<file path="src/rtl/trace_stim_pkg.sv">
// Shared constants and entry type for the trace stimulus unit.
// Assumes: port count is a power of two; data width equals the mask width.
package trace_stim_pkg;
    localparam int STIM_PORTS  = 32;
    localparam int STIM_DATA_W = 32;
    localparam int STIM_ADDR_W = 32;
    localparam int PORT_W      = $clog2(STIM_PORTS);

    typedef struct packed {
        logic [PORT_W-1:0]      port;
        logic [STIM_DATA_W-1:0] data;
    } trace_entry_t;

    localparam int ENTRY_W = $bits(trace_entry_t);
endpackage

</file>
<file path="src/rtl/stim_addr_decode.sv">
// Address decoder: finds stimulus port hits (word aligned, inside the port
// window) and the enable-mask register hit.
// Assumes: BASE_ADDR is word aligned.
module stim_addr_decode
    import trace_stim_pkg::*;
#(
    parameter logic [STIM_ADDR_W-1:0] BASE_ADDR  = 32'hE000_0000,
    parameter logic [STIM_ADDR_W-1:0] CTL_OFFSET = 32'h0000_0E00
) (
    input  logic [STIM_ADDR_W-1:0] addr,
    output logic                   port_hit,
    output logic [PORT_W-1:0]      port_idx,
    output logic                   ctl_hit
);
    localparam logic [STIM_ADDR_W-1:0] SPAN = STIM_ADDR_W'(STIM_PORTS * 4);
    localparam logic [STIM_ADDR_W-1:0] CTL_ADDR = BASE_ADDR + CTL_OFFSET;

    logic [STIM_ADDR_W-1:0] offset;

    // Decode the port window and the control register address.
    always_comb begin
        offset   = addr - BASE_ADDR;
        port_hit = (addr >= BASE_ADDR) && (offset < SPAN) && (offset[1:0] == 2'b00);
        port_idx = offset[PORT_W+1:2];
        ctl_hit  = (addr == CTL_ADDR);
    end
endmodule

</file>
<file path="src/rtl/stim_enable_reg.sv">
// Per-port enable mask register; a write replaces the whole mask.
// Assumes: mask width equals the port count.
module stim_enable_reg
    import trace_stim_pkg::*;
(
    input  logic                  clk,
    input  logic                  rst_n,
    input  logic                  wr,
    input  logic [STIM_PORTS-1:0] wdata,
    output logic [STIM_PORTS-1:0] mask
);
    // Hold the mask; clear on reset, load on a register write.
    always_ff @(posedge clk) begin
        if (!rst_n)
            mask <= '0;
        else if (wr)
            mask <= wdata;
    end
endmodule

</file>
<file path="src/rtl/stim_fifo.sv">
// Synchronous FIFO with first-word-fall-through output.
// It accepts a push when full if a pop happens in the same cycle, and it
// drops a push when full with no pop.
// Assumes: DEPTH >= 2.
module stim_fifo #(
    parameter int DEPTH = 8,
    parameter int W     = 37
) (
    input  logic             clk,
    input  logic             rst_n,
    input  logic             push,
    input  logic [W-1:0]     din,
    output logic             full,
    output logic             out_valid,
    input  logic             out_ready,
    output logic [W-1:0]     dout,
    output logic [$clog2(DEPTH+1)-1:0] level
);
    localparam int PTR_W = $clog2(DEPTH);
    localparam int CNT_W = $clog2(DEPTH+1);
    localparam logic [PTR_W-1:0] LAST = PTR_W'(DEPTH - 1);

    logic [W-1:0]     mem [DEPTH];
    logic [PTR_W-1:0] wr_ptr, rd_ptr;
    logic [CNT_W-1:0] count;
    logic             pop, accept;

    // Handshake qualification.
    always_comb begin
        full      = (count == CNT_W'(DEPTH));
        out_valid = (count != '0);
        pop       = out_valid && out_ready;
        accept    = push && (!full || pop);
        dout      = mem[rd_ptr];
        level     = count;
    end

    // Storage write; contents need no reset.
    always_ff @(posedge clk) begin
        if (accept)
            mem[wr_ptr] <= din;
    end

    // Pointers and occupancy.
    always_ff @(posedge clk) begin
        if (!rst_n) begin
            wr_ptr <= '0;
            rd_ptr <= '0;
            count  <= '0;
        end else begin
            if (accept) wr_ptr <= (wr_ptr == LAST) ? '0 : wr_ptr + 1'b1;
            if (pop)    rd_ptr <= (rd_ptr == LAST) ? '0 : rd_ptr + 1'b1;
            case ({accept, pop})
                2'b10:   count <= count + 1'b1;
                2'b01:   count <= count - 1'b1;
                default: count <= count;
            endcase
        end
    end
endmodule

</file>
<file path="src/rtl/trace_stim_unit.sv">
// Top of the trace stimulus unit: bus decode, enable mask, gated enqueue
// into the trace FIFO, status and mask read-back, and the drain port.
// Assumes: zero-wait-state bus; read data is combinational on the address.
module trace_stim_unit
    import trace_stim_pkg::*;
#(
    parameter int                     FIFO_DEPTH = 8,
    parameter logic [STIM_ADDR_W-1:0] BASE_ADDR  = 32'hE000_0000,
    parameter logic [STIM_ADDR_W-1:0] CTL_OFFSET = 32'h0000_0E00
) (
    input  logic                   clk,
    input  logic                   rst_n,
    input  logic                   bus_sel,
    input  logic                   bus_we,
    input  logic [STIM_ADDR_W-1:0] bus_addr,
    input  logic [STIM_DATA_W-1:0] bus_wdata,
    output logic [STIM_DATA_W-1:0] bus_rdata,
    output logic                   bus_ready,
    output logic                   trc_valid,
    input  logic                   trc_ready,
    output logic [PORT_W-1:0]      trc_port,
    output logic [STIM_DATA_W-1:0] trc_data
);
    localparam int LVL_W = $clog2(FIFO_DEPTH+1);

    logic                  port_hit, ctl_hit, fifo_full, push_req;
    logic [PORT_W-1:0]     port_idx;
    logic [STIM_PORTS-1:0] en_mask;
    logic [LVL_W-1:0]      fifo_level;
    trace_entry_t          in_entry, out_entry;

    stim_addr_decode #(.BASE_ADDR(BASE_ADDR), .CTL_OFFSET(CTL_OFFSET)) u_dec (
        .addr(bus_addr), .port_hit(port_hit), .port_idx(port_idx), .ctl_hit(ctl_hit)
    );

    stim_enable_reg u_en (
        .clk(clk), .rst_n(rst_n), .wr(bus_sel && bus_we && ctl_hit),
        .wdata(bus_wdata), .mask(en_mask)
    );

    // Gate the enqueue by the port's enable bit.
    always_comb begin
        push_req      = bus_sel && bus_we && port_hit && en_mask[port_idx];
        in_entry.port = port_idx;
        in_entry.data = bus_wdata;
    end

    stim_fifo #(.DEPTH(FIFO_DEPTH), .W(ENTRY_W)) u_fifo (
        .clk(clk), .rst_n(rst_n), .push(push_req), .din(in_entry),
        .full(fifo_full), .out_valid(trc_valid), .out_ready(trc_ready),
        .dout(out_entry), .level(fifo_level)
    );

    // Read mux: mask, port status, or zero.
    always_comb begin
        bus_rdata = '0;
        if (bus_sel && !bus_we) begin
            if (ctl_hit)       bus_rdata = en_mask;
            else if (port_hit) bus_rdata[0] = !fifo_full;
        end
        bus_ready = bus_sel;
        trc_port  = out_entry.port;
        trc_data  = out_entry.data;
    end
endmodule

</file>
<file path="config.mk">
export PLATFORM = sky130hd
export DESIGN_NAME = trace_stim_unit
export DESIGN_NICKNAME = d
export VERILOG_FILES = /design/src/rtl/trace_stim_pkg.sv /design/src/rtl/stim_addr_decode.sv /design/src/rtl/stim_enable_reg.sv /design/src/rtl/stim_fifo.sv /design/src/rtl/trace_stim_unit.sv
export SDC_FILE = /design/constraint.sdc
export NUM_CORES = 1
export LEC_CHECK = 0
export BUFFER_PORTS_ARGS = -buffer_cell sky130_fd_sc_hd__buf_2
export CAP_MARGIN = 20
export CORE_ASPECT_RATIO = 1.2
export CORE_MARGIN = 2
export CORE_UTILIZATION = 55
export CTS_BUF_LIST = sky130_fd_sc_hd__clkbuf_2
export CTS_CLUSTER_SIZE = 30
export DETAILED_ROUTE_END_ITERATION = 16
export PLACE_DENSITY = 0.76
export SETUP_SLACK_MARGIN = 0.2
export SYNTH_ARGS = -nofsm -noshare
export SYNTH_HDL_FRONTEND = slang
export SYNTH_HIERARCHICAL = 1
export SYNTH_SLANG_ARGS = --single-unit
</file>
<file path="constraint.sdc">
create_clock -name clk -period 8.9 [get_ports clk]
set_clock_uncertainty 0.2 [all_clocks]
set_input_delay 2.67 -clock clk [delete_from_list [all_inputs] [get_ports clk]]
set_output_delay 2.67 -clock clk [all_outputs]
set_load 0.05 [all_outputs]
</file>
==> impl.org <==
** Setup path
- Library cell contributing the largest single delay on the critical path :: sky130_fd_sc_hd__and3b_1
- Required arrival time at the worst endpoint :: about 6.0 ns
- Among the stages of the critical path, the cell type that occurs most often is sky130_fd_sc_hd__buf_2.
- Kind of start point of the critical path :: input pin
- Counting both buffers and inverters, the worst setup path holds a total of 2.
- The kind of cell with the highest combined delay along the critical path is simple AND/OR/NAND/NOR gates.
- Critical path data arrival time :: around 5.3 ns
- On the worst path, the slowest cell contributes a delay of 0.87 ns.
- STA classifies the critical path endpoint as an output pin.
- In this run the worst path has a maximum fanout of 31.
- Walking the worst path, the cells encountered are buf_2 -> nor4_1 -> nand4_1 -> nor4b_1 -> and3b_1 -> and2_1 -> buf_2.
- The critical path in this run is classified as in -> out.

** Clock tree
- Number of CTS-inserted buffers :: 78
- Clock tree from TritonCTS :: yes
- After clock tree synthesis, the setup repair step added 0 buffers.
- Sinks on Clock Net :: 341
- The number of hold buffers added after CTS was 0.
- H-tree lvl count :: 3
- Worst-path clk slew :: 0.11 ns
- The longest clock path from root to sink contains 3 buffers.
- Library cell used as clock root buffer :: sky130_fd_sc_hd__clkbuf_2
- Latest clock arrival within the worst-skew pair :: 0.84 ns
- Gates resized, CTS repair :: 0

** Placed design
- The wire-length estimate of the detail-placed layout is 18.5 mm.
- Including well taps, the total number of placed cells is around 1200.
- Final weighted congestion in routability-driven placement :: between 0.7 and 0.8
- Input and output buffers added on the ports amount to 139.

** STA
- Final total negative setup slack :: 0 ns
- The final number of hold-violating endpoints came to 0.
- Maximum clock frequency :: ~120 MHz
- The smallest clock period supported by the final layout is computed as a little over 8 ns.
- In the finished design, the share of the clock period the worst path needs comes to 0.921.
- Setup repair after global routing left no endpoint under its margin.
- Hold is met by 0.327 ns.
- Slew margin rel. :: 0.246
- Setup violations remaining at the end of the flow were counted as 0.
- Actual transition at the worst max-transition pin :: ~1.1 ns
- Slew Viols, Final :: 0

** Routing
- Uppermost layer routed :: met4
- After detailed routing, the met3 layer carries ~2.3 mm of wire.
- Mean routed wirelength per cell :: about 23 um
- In the routed design, unresolved DRC markers number 0.
- Average via count per standard cell :: a little under 6
- After the first detailed-routing iteration, the DRC count stood at 615.
- The detailed router put a total of roughly 12 mm of wire on met1.
- First-pass DRT Iterations :: 5
- Summing over every cut layer, the via total after detailed routing is around 7500.
- Met2 wire length :: ~15 mm
- Antenna Nets Post-Route :: 0
- After detailed routing, the total wire length is between 30 and 40 mm.

** GRT
- The first global-routing pass estimated 45.4 mm of wire.
- The number of global-route vias before repair came to approximately 8000.
- GRT Resource Usage Total :: 0.234
- Pin count of the biggest net entering global routing :: 46
- The initial antenna violation count came to 1.
- The total overflow left after global routing is 0.

** Yosys
- YS warnings :: 6
- Of the total synthesized cell area, the portion taken by full adders, half adders and majority gates is 0.00775.
- In the synthesized netlist the dominant register cell turns out to be sky130_fd_sc_hd__edfxtp_1.
- Number of flip-flops and latches in the synthesized netlist :: ~340
- Share of synthesized area occupied by flip-flops and latches :: 0.705
- Count of flip-flops with a built-in enable after synthesis :: approximately 300
- Of the total synthesized cell area, the portion taken by XOR and XNOR cells is 0.00189.
- Summed instance area of the synthesized netlist :: roughly 14000 um^2
- The share of the synthesized area in compound gates (AO/OA/AOI/OAI) came to 0.0157.
- Post-synthesis mux area share :: 0.190
- Of the total synthesized cell area, the portion taken by AND, OR, NAND and NOR gates is 0.0556.
- Mean cell area of the mapped netlist :: ~20 um^2
- Proportion of register bits with asynchronous set or reset after synthesis :: 0
- Gate count of the mapped netlist :: around 700
- After synthesis, the netlist uses 53 different library cells.
- By area, the combinational part of the netlist is dominated by multiplexers.
- The number of nets handed over by synthesis was 785.

** Die
- From left edge to right edge, the die measures roughly 150 um.
- Starting density of the core :: 0.561
- After floorplanning, the core was sized to cover about 25000 um^2.
- Die height :: ~180 um
- In this run the count of I/O pins placed on the die edge is between 100 and 150.
- Rows :: between 60 and 70
- The die covers 26500 um^2.

** Pwr
- The completed layout was analyzed and its total power is approximately 0.0036 W.
- PD cells :: 228 nW/um^2
- The worst-case IR drop observed on VDD is between 150 and 200 uV.
- Static leakage :: 5.35 nW

** Run
- Across the run, the number of max-cap violations was 0.

** Final layout
- Most used cells in the layout excluding fill and tap cells :: sky130_fd_sc_hd__edfxtp_1 (296), sky130_fd_sc_hd__buf_2 (139), sky130_fd_sc_hd__clkbuf_2 (124)
- For this run, the number of standard cells in the final layout without fillers is 1296.
- The net count of the finished layout is 983.
- Of the cells placed in the final design, the portion with a size suffix greater than 1 is 0.437.
- The library cell used most frequently in the layout, excluding fill and tap cells, is sky130_fd_sc_hd__edfxtp_1.
- Signed area change from the synthesized netlist to the final layout :: 12.9%

** Outcome
- Run status :: complete, no violations

** Hold path
- Min-Delay Path Class :: reg -> reg
==> logic make-up after synthesis <==
family | after synthesis
AO/OA/AOI/OAI | 24
XOR/XNOR | 3
adder cells (fa/ha/maj) | 8
buffers and inverters | 47
flip-flops | 341
multiplexers | 156
AND/OR/NAND/NOR | 129
==> cell type report <==
class                      count  area (um^2)
antenna                        1         2.50
clock buffer                 124          621
clock inverter                20          159
fill                        1782         9080
inverter                       7         26.3
multi-input combinational    320         3810
sequential                   341         9800
tap                          325          407
timing repair buffer         158          851
==> power breakdown <==
part           total, W  internal (W)  switching, W
Clock           0.00103      0.000453      0.000581
Combinational  0.000719      0.000314      0.000406
Sequential      0.00182       0.00175     0.0000785
Total           0.00358       0.00251       0.00106
==> through the flow <==
step | area, um^2 | utilization | worst slack, ns
CTS | 15700 | 0.633 | 0.797
floorplan | 13900 | - | 0.220
global placement | 14900 | 0.602 | 1.00
finish | 15700 | 0.633 | 0.699
global route | 15700 | 0.633 | 0.469
detailed placement | 14900 | 0.602 | 0.797
==> tightest hold or removal path: cells and delay by family (launching register included) <==
| kind | cells | cell delay, ns |
|---|---|---|
| AOI/OAI and AO/OA | 1 | 0.07 |
| and+or+nand+nor | 1 | 0.07 |
| DFF | 1 | 0.34 |
==> flip-flops by register name, indices dropped and copies added, names as in the netlist, named ones only <==
register and flops:
u_fifo/rd_ptr 3, u_fifo/wr_ptr 3, u_fifo/mem 296, u_fifo/level 4, u_en/mask 32
==> layer usage <==
metal / global-route usage / up-vias
met4: 0.0806 / 0
met2: 0.391 / 355
li1: - / 3301
met3: 0.0486 / 56
met1: 0.310 / 3829
met5: 0 / -
==> final timing paths <==
path | from | endpoint | slack, ns | cells after the start
setup / recovery | bus_addr[21] | bus_rdata[31] | 0.70 | 7
hold / removal | u_fifo/rd_ptr[0]$_SDFFE_PN0N_ | flop | 0.33 | 2
setup reg to reg | u_en/mask[7]$_SDFFE_PN0P_ | u_fifo/level[3]$_SDFFE_PN0P_ | 5.26 | 13
hold reg to reg | u_fifo/rd_ptr[0]$_SDFFE_PN0N_ | flop | 0.33 | 2
==> Yosys cell counts, types with 3 or more instances <==
master,count,area [um^2]
sky130_fd_sc_hd__nand2b_1,4,25.0
sky130_fd_sc_hd__nor2b_1,32,200
sky130_fd_sc_hd__mux4_2,77,1730
sky130_fd_sc_hd__nor2_1,13,48.8
sky130_fd_sc_hd__nand2_1,11,41.3
sky130_fd_sc_hd__o211ai_1,3,22.5
sky130_fd_sc_hd__mux2i_1,37,370
sky130_fd_sc_hd__nand3_1,7,35.0
sky130_fd_sc_hd__a21oi_1,6,30.0
sky130_fd_sc_hd__buf_4,9,67.6
sky130_fd_sc_hd__buf_12,3,60.1
sky130_fd_sc_hd__mux4_1,4,105
sky130_fd_sc_hd__nand4_1,3,18.8
sky130_fd_sc_hd__mux2_2,38,428
sky130_fd_sc_hd__dfxtp_1,45,901
sky130_fd_sc_hd__nor4_1,4,25.0
sky130_fd_sc_hd__xnor2_1,3,26.3
sky130_fd_sc_hd__and2_1,33,206
sky130_fd_sc_hd__inv_1,5,18.8
sky130_fd_sc_hd__buf_2,5,25.0
sky130_fd_sc_hd__ha_1,7,87.6
sky130_fd_sc_hd__edfxtp_1,296,8890
sky130_fd_sc_hd__clkbuf_1,9,33.8
sky130_fd_sc_hd__nor3_1,6,30.0
sky130_fd_sc_hd__or3_1,3,18.8
sky130_fd_sc_hd__buf_1,4,15.0
sky130_fd_sc_hd__buf_6,9,101
(Power assumes the default switching activity.)
